===== config.mk =====
export PLATFORM = sky130hd
export DESIGN_NAME = trig_launch_cond
export DESIGN_NICKNAME = d
export VERILOG_FILES = /design/src/rtl/trig_launch_pkg.sv /design/src/rtl/trig_sync_bank.sv /design/src/rtl/trig_select.sv /design/src/rtl/trig_edge_det.sv /design/src/rtl/trig_launch_cond.sv
export SDC_FILE = /design/constraint.sdc
export NUM_CORES = 1
export LEC_CHECK = 0
export BUFFER_PORTS_ARGS = -buffer_cell sky130_fd_sc_hd__buf_2
export CAP_MARGIN = 20
export CORE_MARGIN = 5
export CORE_UTILIZATION = 59
export CTS_CLUSTER_DIAMETER = 200
export DETAILED_ROUTE_END_ITERATION = 8
export PLACE_DENSITY = 0.94
export SLEW_MARGIN = 15
export SYNTH_ARGS = -nofsm -noshare
export SYNTH_HDL_FRONTEND = slang
export SYNTH_HIERARCHICAL = 1
export SYNTH_SLANG_ARGS = --single-unit

===== constraint.sdc =====
create_clock -name clk -period 5.1 [get_ports clk]
set_input_delay 0.51 -clock clk [delete_from_list [all_inputs] [get_ports clk]]
set_output_delay 0.51 -clock clk [all_outputs]
set_load 0.005 [all_outputs]

===== src/rtl/trig_launch_pkg.sv =====
package trig_launch_pkg;

    // state of the edge detector: history of the normalized level and the output pulse
    typedef struct packed {
        logic hist;
        logic launch;
    } edge_state_t;

endpackage


===== src/rtl/trig_sync_bank.sv =====
module trig_sync_bank #(
    parameter int N      = 64,
    parameter int STAGES = 2
) (
    input  logic         clk,
    input  logic         rst_n,
    input  logic [N-1:0] raw_bus,
    output logic [N-1:0] sync_bus
);

    generate
        if (STAGES == 0) begin : g_none
            assign sync_bus = raw_bus;
        end else begin : g_flops
            typedef struct packed {
                logic [STAGES-1:0][N-1:0] stg;
            } sync_state_t;

            sync_state_t state_d, state_q;

            always_comb begin
                state_d = state_q;
                state_d.stg[0] = raw_bus;
                for (int s = 1; s < STAGES; s++) begin
                    state_d.stg[s] = state_q.stg[s-1];
                end
            end

            always_ff @(posedge clk or negedge rst_n) begin
                if (!rst_n) begin
                    state_q <= '0;
                end else begin
                    state_q <= state_d;
                end
            end

            assign sync_bus = state_q.stg[STAGES-1];
        end
    endgenerate

endmodule


===== src/rtl/trig_select.sv =====
module trig_select #(
    parameter int N     = 64,
    parameter int SEL_W = 6
) (
    input  logic [N-1:0]     raw_bus,
    input  logic [N-1:0]     sync_bus,
    input  logic [SEL_W-1:0] sel,
    input  logic             skip,
    input  logic             rise_pol,
    output logic             active
);

    logic lvl;
    logic in_range;

    always_comb begin
        in_range = (int'(sel) < N);
        lvl      = 1'b0;
        if (in_range) begin
            lvl = skip ? raw_bus[sel] : sync_bus[sel];
        end
        // normalize so that 1 always means the active level
        active = in_range & (rise_pol ? lvl : ~lvl);
    end

endmodule


===== src/rtl/trig_edge_det.sv =====
module trig_edge_det
    import trig_launch_pkg::*;
(
    input  logic clk,
    input  logic rst_n,
    input  logic en,
    input  logic active,
    output logic launch
);

    edge_state_t state_d, state_q;

    always_comb begin
        state_d = state_q;
        // history is forced inactive while disabled so enabling at the active level fires
        state_d.hist   = en & active;
        state_d.launch = en & active & ~state_q.hist;
    end

    always_ff @(posedge clk or negedge rst_n) begin
        if (!rst_n) begin
            state_q <= '0;
        end else begin
            state_q <= state_d;
        end
    end

    assign launch = state_q.launch;

endmodule


===== src/rtl/trig_launch_cond.sv =====
module trig_launch_cond #(
    parameter int NUM_TRIG    = 64,
    parameter int SYNC_STAGES = 2,
    parameter int SEL_W       = (NUM_TRIG > 1) ? $clog2(NUM_TRIG) : 1
) (
    input  logic                clk,
    input  logic                rst_n,
    input  logic [NUM_TRIG-1:0] trig_bus,
    input  logic [SEL_W-1:0]    trig_sel,
    input  logic                rise_pol,
    input  logic                sync_skip,
    input  logic                seq_en,
    output logic                launch
);

    logic [NUM_TRIG-1:0] sync_bus;
    logic                sel_active;

    trig_sync_bank #(
        .N      (NUM_TRIG),
        .STAGES (SYNC_STAGES)
    ) u_sync (
        .clk      (clk),
        .rst_n    (rst_n),
        .raw_bus  (trig_bus),
        .sync_bus (sync_bus)
    );

    trig_select #(
        .N     (NUM_TRIG),
        .SEL_W (SEL_W)
    ) u_sel (
        .raw_bus  (trig_bus),
        .sync_bus (sync_bus),
        .sel      (trig_sel),
        .skip     (sync_skip),
        .rise_pol (rise_pol),
        .active   (sel_active)
    );

    trig_edge_det u_edge (
        .clk    (clk),
        .rst_n  (rst_n),
        .en     (seq_en),
        .active (sel_active),
        .launch (launch)
    );

endmodule


# Yosys cells after proc, flatten, opt, wreduce, memory -nomap -nowiden
# Index checks and enable logic that the tools add are counted.
[op_classes]
mux = 6
bitwise = 4
n_lt_le_gt_ge = 1
[op_table]
columns = ["operator", "count"]
rows = [
  ["$bmux W1 S6", 2],
  ["$lt A6 B7 Y1 const B", 1],
  ["$mux W1", 4],
  ["$and A1 B1 Y1", 2],
  ["$not A1 Y1", 2],
]
[totals]
regBits = 130
input_bits = 75
elab_cells = 15

# Depth between registers and ports, before layout
# Gate-level depths: netlist of the first run.
[logic_depth]
word_depth = 7
ltp_mapped = 11

# By module
# Netlist of the first run, hierarchy kept.
[modules_own_cells]
columns = ["module", "cells_each", "area_each_um2", "seq_area_each_um2", "instances"]
rows = [
  ["trig_sync_bank", 128, 3203.1, 3203.1, 1],
  ["trig_select", 114, 1164.9, 0.0, 1],
  ["trig_edge_det", 4, 65.1, 50.0, 1],
]

# Worst setup path before layout of the first run
# No wires, ideal clock.
[synth_timing]
kind = "input port to flip-flop"
start = "input trig_sel[4]"
end = "register u_edge.state_q, in the netlist u_edge/launch"
n_path_buf = 1
path_slack_ns = 2.794
setup_time_ns = 0.066
arrival_ns = 2.240
path_stages = 8
t_required_ns = 5.034
path_cell_list = "buf_1 > mux4_2 > mux4_2 > mux2i_1 > o21ai_1 > nor3_2 > xor2_1 > and3b_1"
[synth_lines]
columns = ["element", "line", "text"]
rows = [
  ["from (decl)", "trig_launch_cond.sv:9", "input logic [SEL_W-1:0] trig_sel,"],
  ["to (signal assigned)", "trig_edge_det.sv:24", "state_q <= state_d;"],
  ["to (decl)", "trig_edge_det.sv:11", "edge_state_t state_d, state_q;"],
]

==> metrics, run 1 <==
Post-Layout Cell Count=442; share of layout cells above drive strength 1=36.4%; Seq/Total Area, Yosys=73.4%; Starting Density=60.8%; Worst R2R Setup Slack=2.82 ns; antenna violations before repair=0; antenna viol nets, final=0; CP arrival=3.43 ns; Synth Net Count=321; combinational share of power=6.5%; First-pass DRT Iterations=4; share of the synthesized area in the top cell type=73.4%; CTS Sinks=130; outcome=complete, no violations; H-tree depth=4; Via density=5.77; critical path class=in -> reg; setup violators final=0; Fillers=426; Layout area overhead=24.0%; PwrDens=458 mW/mm2; Yosys reg bits=130; port bufs=75; commonest non-fill, non-tap cell in the layout=dfrtp_1; clk_lat worst skew=0.51 ns; TritonCTS Buffers=17; Syn Inst Count=246; via count=2552; routed len/inst=23.6 um; Post-Syn Area=0.00443 mm2; DRC viols=0; vias in the first global route=2940; main area contributors after synthesis=dfrtp_1 73%, mux4_2 8.1%, mux2i_1 6.5%, mux4_1 1.8%, a22oi_1 1.2%; GP Congestion=0.817; RSZ-0062 raised after global routing=no; Die Y=96.7 um; global-route wire length before repair=16.5 mm; CP Launch Type=input port; Worst Reg-to-Reg Cells=8; n_diodes=0; VDD IR-drop max=242 uV; DIE WIDTH=96.7 um; Hold Path Depth=1; Root Driver=clkbuf_8; gr usage total=23.9%; Psw=0.534 mW; top_reg_cell synth=dfrtp_1; leakage power=2.55 nW; CP Capture Type=register; Worst Hold Class=in -> reg; clock power share=49.6%; final hold vios=0; Core Area=0.00729 mm2; CTS tree=yes; total negative slack=0 ns; die area=0.00935 mm2; synth unique cells=32; fmax=329 MHz; Synth area leader=dfrtp_1; minimum clock period after layout=3.04 ns; Final Max Slew Viols=0; Cells after DPL=411; clk_skew=0.00829 ns; Overflow after GRT=0; DRT iter0 DRCs=289; Post-CTS Setup Bufs=0; CTS resizes=0; Post-DP HPWL=5.98 mm; Seq pwr share=43.8%; async set-reset flop share out of synthesis=100%; P_int=1.99 mW; worst-margin pin slew=0.903 ns; final net count=406; fin crit share=59.6%; Worst-path clk slew=0.06 ns; Critical Path RT=5.50 ns; boundary pin count=76; largest net degree at the start of global routing=76; reported max-cap violation count=0; Clock Tree Buf Depth=2; worst-path fanout max=31; EDFF count, synth=0; row count=31; hold buffer count at CTS=0; Net Sw Frac=21.2%; Synth warnings=6; WL final=10.4 mm; most frequent cells in the layout=130 x dfrtp_1, 74 x buf_2, 29 x mux2i_1; Max transition margin=39.8%; synthesized area per cell=18.0 um2
==> flip-flops by register name (all words and copies together) (netlist names) <==
name and flops:
u_edge/launch 1, u_sync/sync_bus 64, u_sync/g_flops.state_d 64, u_edge/state_q 1
==> synth_stat cells (3+ instances only) <==
cell and n:
mux2i_1 29, a22oi_1 7, a21oi_1 5, mux4_2 16, nand3_1 5, buf_6 3, dfrtp_1 130, nand4b_1 3
clkbuf_1 6, nor2b_1 3, mux4_1 3, a22o_1 4, nand2_1 6
==> final timing paths <==
| check | startpoint | end |
|---|---|---|
| min in group asynchronous | rst_n | u_sync/g_flops.state_d[114] |
| max in group asynchronous | rst_n | u_sync/sync_bus[57] |
| worst min-delay path | trig_bus[13] | u_sync/g_flops.state_d[77] |
| worst max-delay path | trig_sel[1] | u_edge/launch |
| worst min register to register | u_sync/g_flops.state_d[69] | u_sync/sync_bus[5] |
| worst max register to register | u_sync/sync_bus[0] | u_edge/launch |
==> cells by family (layout without fill, tap and decap cells) <==
logic type | count (synthesis) | count (layout) | share of synthesized area, %
XOR/XNOR | 1 | 1 | 0.198
multiplexers | 48 | 48 | 16.5
flip-flops | 130 | 130 | 73.4
AND/OR/NAND/NOR | 26 | 26 | 3.47
AO/OA/AOI/OAI | 27 | 27 | 4.63
buffers and inverters | 14 | 111 | 1.86
==> worst max-delay path, stage by stage <==
cell	delay, ns
buf_2	0.67
buf_4	0.36
mux2i_1	0.13
a22o_1	0.28
a2111oi_2	0.40
a22oi_1	0.21
a311oi_1	0.40
nor3_2	0.09
xor2_1	0.17
and3b_1	0.20
==> metal layers <==
metal | vias up | global-route usage [%] | part of all wire (%)
met5 | - | 0 | 0
met4 | 0 | 9.61 | 2.0
met3 | 22 | 8.42 | 8.1
met2 | 144 | 39.1 | 53
met1 | 1315 | 29.3 | 37
li1 | 1071 | - | -
==> through the flow <==
stage	area (um2)	power [mW]	util [%]	hold slack, ns	setup WS (ns)
after global routing	5500	2.60	75.4	0.0899	1.92
final	5500	2.52	75.4	0.114	2.06
after CTS	5500	2.53	75.4	0.0935	2.14
after global placement	4880	1.27	67.0	0.331	1.90
after detailed placement	4880	1.28	67.0	0.335	1.74
after floorplan	4430	1.19	-	0.214	2.79
==> layout make-up <==
cell class / instances / area, um2 / share of cell area [%]
clock buffers: 22 / 463 / 8.42
clock inverters: 9 / 154 / 2.80
inverters: 2 / 7.51 / 0.137
multi-input cells: 102 / 1100 / 20.0
flip-flops and latches: 130 / 3250 / 59.2
well taps: 99 / 124 / 2.25
repair buffers: 78 / 400 / 7.28
==> power by group through the flow <==
stage               clock network [mW]  registers, mW  logic (mW)
floorplan                            0           1.11      0.0811
global placement                     0           1.12       0.151
detailed placement                   0           1.12       0.157
CTS                               1.27           1.10       0.164
global route                      1.32           1.11       0.178
finish                            1.25           1.10       0.165
No activity file was read; power rests on OpenSTA's default activity.
==> run 2, diff against run 1 <==
- ABC_AREA: default -> 1
- CORE_UTILIZATION: 59 -> 55
- PLACE_DENSITY: 0.94 -> 0.89
- clock period: 5.1 -> 3 ns (I/O delays scaled with it)
==> metrics, run 2 <==
Post-synth top cells=152 x nand2_1, 130 x dfrtp_1, 117 x nand3_1 (was 130 x dfrtp_1, 29 x mux2i_1, 16 x mux4_2); Critical Path RT=3.45 ns (was 5.50 ns); via count=3771 (was 2552); largest net degree at the start of global routing=65 (was 76); Net Sw Frac=23.1% (was 21.2%); total negative slack=0 ns (unchanged); synth unique cells=10 (was 32); P_int=3.31 mW (was 1.99 mW); Total Power=4.31 mW (was 2.52 mW); die area=0.0103 mm2 (was 0.00935 mm2); commonest non-fill, non-tap cell in the layout=nand2_1 (was dfrtp_1); leakage power=3.06 nW (was 2.55 nW); gr usage total=26.3% (was 23.9%); port bufs=75 (unchanged); critical path class=in -> reg (unchanged); dpl ws=0.928 ns (was 1.74 ns); fin crit share=56.5%; Hold Path Depth=3 (was 1); share of layout cells above drive strength 1=19.7% (was 36.4%); CP arrival=2.14 ns (was 3.43 ns); Yosys reg bits=130 (unchanged); TritonCTS Buffers=17 (unchanged); clk_skew=0.0141 ns (was 0.00829 ns); final net count=651 (was 406); main area contributors after synthesis=dfrtp_1 71%, nand3_1 13%, nand2_1 12%, buf_2 1.4%, buf_6 1.2% (was dfrtp_1 73%, mux4_2 8.1%, mux2i_1 6.5%, mux4_1 1.8%, a22oi_1 1.2%); Fillers=512 (was 426); clk_lat worst skew=0.52 ns (was 0.51 ns); minimum clock period after layout=1.69 ns; Worst R2R Setup Slack=1.48 ns (was 2.82 ns); Final Max Slew Viols=0 (unchanged); async set-reset flop share out of synthesis=100% (unchanged); Worst Hold Class=in -> reg (unchanged); H-tree depth=4 (unchanged); boundary pin count=76 (unchanged); DRT iter0 DRCs=466 (was 289); clock power share=47.8% (was 49.6%); most common cell in the netlist=nand2_1 (was dfrtp_1); slowest CP cell=buf_4 (was buf_2); most frequent cells in the layout=152 x nand2_1, 130 x dfrtp_1, 117 x nand3_1 (was 130 x dfrtp_1, 74 x buf_2, 29 x mux2i_1); antenna violations before repair=0 (unchanged); PwrDens=686 mW/mm2 (was 458 mW/mm2); DIE WIDTH=102 um (was 96.7 um); RSZ-0062 raised after global routing=no (unchanged); Starting Density=56.4% (was 60.8%); CTS resizes=0 (unchanged); synthesized area per cell=10.7 um2 (was 18.0 um2); Worst Reg-to-Reg Cells=14 (was 8); Via density=5.44 (was 5.77); Synth area leader=dfrtp_1 (unchanged); Root Driver=clkbuf_8 (unchanged); antenna viol nets, final=0 (unchanged); n_diodes=0 (unchanged); GP Congestion=0.868 (was 0.817); Syn Inst Count=433 (was 246); DRC viols=0 (unchanged); CTS tree=yes (unchanged); CP bufs+invs=2 (unchanged); Post-Syn Area=0.00461 mm2 (was 0.00443 mm2); VDD IR-drop max=491 uV (was 242 uV); outcome=complete, no violations (unchanged); WHS=0.0461 ns (was 0.114 ns); First-pass DRT Iterations=6 (was 4); reported max-cap violation count=0 (unchanged); fmax=590 MHz; Worst-path clk slew=0.06 ns (about the same); vias in the first global route=4083 (was 2940); WL final=12.3 mm (was 10.4 mm); Worst Slack Setup Final=1.31 ns (was 2.06 ns); Psw=0.995 mW (was 0.534 mW); CTS Sinks=130 (unchanged); global-route wire length before repair=20.0 mm (was 16.5 mm); combinational share of power=8.7% (was 6.5%); final hold vios=0 (unchanged); EDFF count, synth=0 (unchanged); worst-margin pin slew=0.717 ns (was 0.903 ns); row count=33 (was 31); Post-DP HPWL=7.05 mm (was 5.98 mm); routed len/inst=17.8 um (was 23.6 um); Synth Net Count=508 (was 321); top_reg_cell synth=dfrtp_1 (unchanged); Overflow after GRT=0 (unchanged); Max transition margin=52.2% (was 39.8%); CP peak stage delay=0.52 ns (was 0.67 ns); Layout area overhead=36.2% (was 24.0%); Finished Core Util=76.8% (was 75.4%); Crit path depth=16 (was 10); Die Y=102 um (was 96.7 um); Seq pwr share=43.5% (was 43.8%); Core Area=0.00818 mm2 (was 0.00729 mm2); Clock Tree Buf Depth=2 (unchanged); most frequent CP cell=nand2_1; CP cell instances=buf_2 > buf_4 > nand2_1 > nand3_1 > nand3_1 > nand3_1 > nand2_1 > nand2_1 > nand3_1 > nand2_1 > nand2_1 > nand2_1 > nand2_1 > nand2_1 > nand2_1 > nor2_2 (was buf_2 > buf_4 > mux2i_1 > a22o_1 > a2111oi_2 > a22oi_1 > a311oi_1 > nor3_2 > xor2_1 > and3b_1); CP top delay family=simple AND/OR/NAND/NOR gates (was compound AO/OA/AOI/OAI gates); share of the synthesized area in the top cell type=70.5% (was 73.4%); Seq/Total Area, Yosys=70.5% (was 73.4%); CP Capture Type=register (unchanged); worst-path fanout max=64 (was 31); Synth warnings=6 (unchanged); CP Launch Type=input port (unchanged); setup violators final=0 (unchanged)
==> run 2: cell types whose count changed after synthesis, sizes merged, moves of 7 or more <==
cell,previous run,this run
mux2i,29,0
inv,2,9
a22oi,7,0
nand2,6,152
buf,6,24
mux4,19,0
nand3,5,117
==> run 2: final timing paths <==
path                                                     to                        start
worst max-delay path                          u_edge/launch                  trig_sel[0]
worst min-delay path                      u_edge/state_q[1]                       seq_en
worst max register to register            u_edge/state_q[1]          u_sync/sync_bus[33]
worst min register to register          u_sync/sync_bus[55]  u_sync/g_flops.state_d[119]
max in group asynchronous               u_sync/sync_bus[56]                        rst_n
min in group asynchronous       u_sync/g_flops.state_d[105]                        rst_n
==> run 2: worst min-delay path: cells and delay by family <==
kind          cells  cell delay, ns
buf+inv           2            0.16
simple gates      1            0.07
==> run 2: repair_timing <==
item,CTS,global route
setup buffers,0,0
hold buffers,65,0
setup endpoints to repair,0,0
hold endpoints to repair,117,0
==> run 2: kinds of logic after synthesis <==
kind of cell,count (synthesis),share of synthesized area [%]
buffers and inverters,33,4.26
flip-flops,130,70.5
AND/OR/NAND/NOR,270,25.2
==> run 2: layout make-up <==
class	instances	area [um2]	area share [%]
clock buffers	19	442	7.03
multi-input cells	270	1160	18.5
flip-flops and latches	130	3250	51.8
inverters	9	33.8	0.538
repair buffers	148	1100	17.5
clock inverters	12	156	2.49
well taps	105	131	2.09
==> run 2: power by group through the flow <==
| stage | registers [mW] | logic (mW) | clock network [mW] |
|---|---|---|---|
| 3_5_place_dp | 1.90 | 0.297 | 0 |
| 6_report | 1.87 | 0.376 | 2.06 |
| 5_1_grt | 1.88 | 0.415 | 2.17 |
| 3_3_place_gp | 1.90 | 0.285 | 0 |
| 2_1_floorplan | 1.89 | 0.160 | 0 |
| 4_1_cts | 1.87 | 0.366 | 2.08 |
==> run 2: per-layer routing <==
layer / up-vias / wire (um) / part of all wire (%) / global-route usage (%)
li1: 1689 / - / - / -
met1: 1819 / 4600 / 37 / 30.9
met2: 226 / 6380 / 52 / 45.0
met3: 37 / 1010 / 8.2 / 8.40
met4: 0 / 323 / 2.6 / 10.5
met5: - / 0 / 0 / 0
==> run 2: stage by stage <==
stage          area (um2)  std cells
2_1_floorplan        4610        433
3_3_place_gp         5030        597
3_5_place_dp         5030        597
4_1_cts              6280        693
5_1_grt              6280        693
6_report             6280        693
==> run 3, diff against run 2 <==
- ABC_AREA: 1 -> 0
- CORE_UTILIZATION: 55 -> 49
- PLACE_DENSITY: 0.89 -> 0.85
- clock period: 3 -> 1.5 ns (I/O delays scaled with it)
==> metrics, run 3 (synthesis results as in run 1) <==
outcome=finished, violations left (was complete, no violations); failing checks=negative setup slack; minimum clock period after layout=2.03 ns; final hold vios=0 (unchanged); final net count=497 (was 651); Root Driver=clkbuf_8 (unchanged); CP Capture Type=register (unchanged); routed len/inst=21.4 um (was 17.8 um); P_int=6.53 mW (was 3.31 mW); CP arrival=2.48 ns (was 2.14 ns); gr usage total=22.8% (was 26.3%); slowest CP cell=mux4_2 (was buf_4); Net Sw Frac=22.9% (was 23.1%); CP cell instances=mux4_2 > a22oi_2 > nand3_1 > nand4b_1 > o21ai_2 > nor3_2 > xor2_1 > and3b_1 (was buf_2 > buf_4 > nand2_1 > nand3_1 > nand3_1 > nand3_1 > nand2_1 > nand2_1 > nand3_1 > nand2_1 > nand2_1 > nand2_1 > nand2_1 > nand2_1 > nand2_1 > nor2_2); Post-DP HPWL=6.93 mm (was 7.05 mm); First-pass DRT Iterations=6 (unchanged); clk_lat worst skew=0.51 ns (was 0.52 ns); Via density=5.62 (was 5.44); Worst Slack Setup Final=-0.531 ns (was 1.31 ns); TritonCTS Buffers=17 (unchanged); CP Launch Type=register (was input port); reported max-cap violation count=0 (unchanged); Reg area=0.00325 mm2 (unchanged); Finished Core Util=73.3% (was 76.8%); boundary pin count=76 (unchanged); largest net degree at the start of global routing=49 (was 65); WL final=11.6 mm (was 12.3 mm); DRC viols=0 (unchanged); Core Area=0.00876 mm2 (was 0.00818 mm2); antenna violations before repair=1 (was 0); Psw=1.94 mW (was 0.995 mW); row count=34 (was 33); die area=0.0110 mm2 (was 0.0103 mm2); antenna viol nets, final=0 (unchanged); Clock Tree Buf Depth=2 (unchanged); Total Power=8.47 mW (was 4.31 mW); Final Max Slew Viols=0 (unchanged); DIE WIDTH=105 um (was 102 um); n_diodes=0 (unchanged); clk_skew=0.0126 ns (was 0.0141 ns); CTS Sinks=130 (unchanged); PwrDens=1320 mW/mm2 (was 686 mW/mm2); Worst Reg-to-Reg Cells=8 (was 14); WHS=0.111 ns (was 0.0461 ns); share of layout cells above drive strength 1=36.1% (was 19.7%); leakage power=2.96 nW (was 3.06 nW); port bufs=75 (unchanged); global-route wire length before repair=18.8 mm (was 20.0 mm); Layout area overhead=45.0% (was 36.2%); setup violators final=2 (was 0); fin crit share=135%; Max transition margin=71.5% (was 52.2%); clock power share=46.2% (was 47.8%); fmax=492 MHz; Die Y=105 um (was 102 um); total negative slack=-1.04 ns (was 0 ns); Starting Density=50.6% (was 56.4%); H-tree depth=4 (unchanged); Overflow after GRT=0 (unchanged); VDD IR-drop max=951 uV (was 491 uV); Fillers=502 (was 512); worst-path fanout max=2 (was 64); GP Congestion=0.873 (was 0.868); DRT iter0 DRCs=264 (was 466); vias in the first global route=3362 (was 4083); Worst Hold Class=in -> async (was in -> reg); Multi-input gate area=0.00114 mm2 (was 0.00116 mm2); Seq pwr share=44.3% (was 43.5%); RSZ-0062 raised after global routing=yes (was no); critical path class=reg -> reg (was in -> reg); Critical Path RT=1.95 ns (was 3.45 ns); CTS tree=yes (unchanged); worst-margin pin slew=0.417 ns (was 0.717 ns); Post-CTS Setup Bufs=0 (unchanged); most frequent cells in the layout=130 x dfrtp_1, 74 x buf_2, 67 x dlygate4sd3_1 (was 152 x nand2_1, 130 x dfrtp_1, 117 x nand3_1); Worst-path clk slew=0.06 ns (about the same); combinational share of power=9.5% (was 8.7%); commonest non-fill, non-tap cell in the layout=dfrtp_1 (was nand2_1); via count=3054 (was 3771); CP peak stage delay=0.49 ns (was 0.52 ns)
-- run 3: path summary, 6_finish.rpt --
| path | start | endpoint | slack [ns] |
|---|---|---|---|
| min in group clk | trig_bus[29] | u_sync/g_flops.state_d[93] | 0.29 |
| worst max register to register | u_sync/sync_bus[58] | u_edge/launch | -0.53 |
| max in group asynchronous | rst_n | u_sync/g_flops.state_d[99] | 0.84 |
| worst max-delay path | u_sync/sync_bus[58] | u_edge/launch | -0.53 |
| worst min-delay path | rst_n | u_sync/sync_bus[46] | 0.11 |
| worst min register to register | u_sync/g_flops.state_d[79] | u_sync/sync_bus[15] | 0.35 |
-- run 3: stage by stage --
| step | cell area [um2] | cells | setup slack, ns |
|---|---|---|---|
| floorplan | 4440 | 246 | -0.401 |
| global placement | 5150 | 444 | -0.676 |
| detailed placement | 5150 | 444 | -0.755 |
| CTS | 6420 | 543 | -0.478 |
| global route | 6430 | 543 | -0.583 |
| finish | 6430 | 543 | -0.531 |
-- run 3: metal layers --
layer	vias to the layer above	global-route usage, %	wire [um]
li1	1262	-	-
met4	2	9.41	421
met2	174	36.6	5960
met5	-	0	11
met1	1568	28.6	4330
met3	48	7.52	925
-- run 3: power by group through the flow --
stage	registers [mW]	clock network (mW)	logic, mW
global route	3.76	4.13	0.861
CTS	3.75	3.93	0.779
floorplan	3.78	0	0.279
finish	3.75	3.91	0.805
global placement	3.79	0	0.598
detailed placement	3.80	0	0.617
-- run 3: what timing repair did --
item                       CTS  global route
hold endpoints to repair   196             0
resized for setup            8             1
hold buffers                67             0
pin swaps                    6             2
setup endpoints to repair    2             2
-- run 3: layout make-up --
type,count,share of cell area [%]
Clock inverter,12,2.06
Sequential cell,130,50.6
Timing Repair Buffer,169,20.6
Clock buffer,20,6.77
Multi-Input combinational cell,102,17.7
Tap cell,108,2.10
Inverter,2,0.117
-- run 3: worst max-delay path, delay by kind of cell, from the launching register on --
kind             cells  cell delay (ns)
AO/OA/AOI/OAI        2             0.32
XOR/XNOR             1             0.18
flip-flops           1             0.38
multiplexers         1             0.49
AND/OR/NAND/NOR      4             0.59
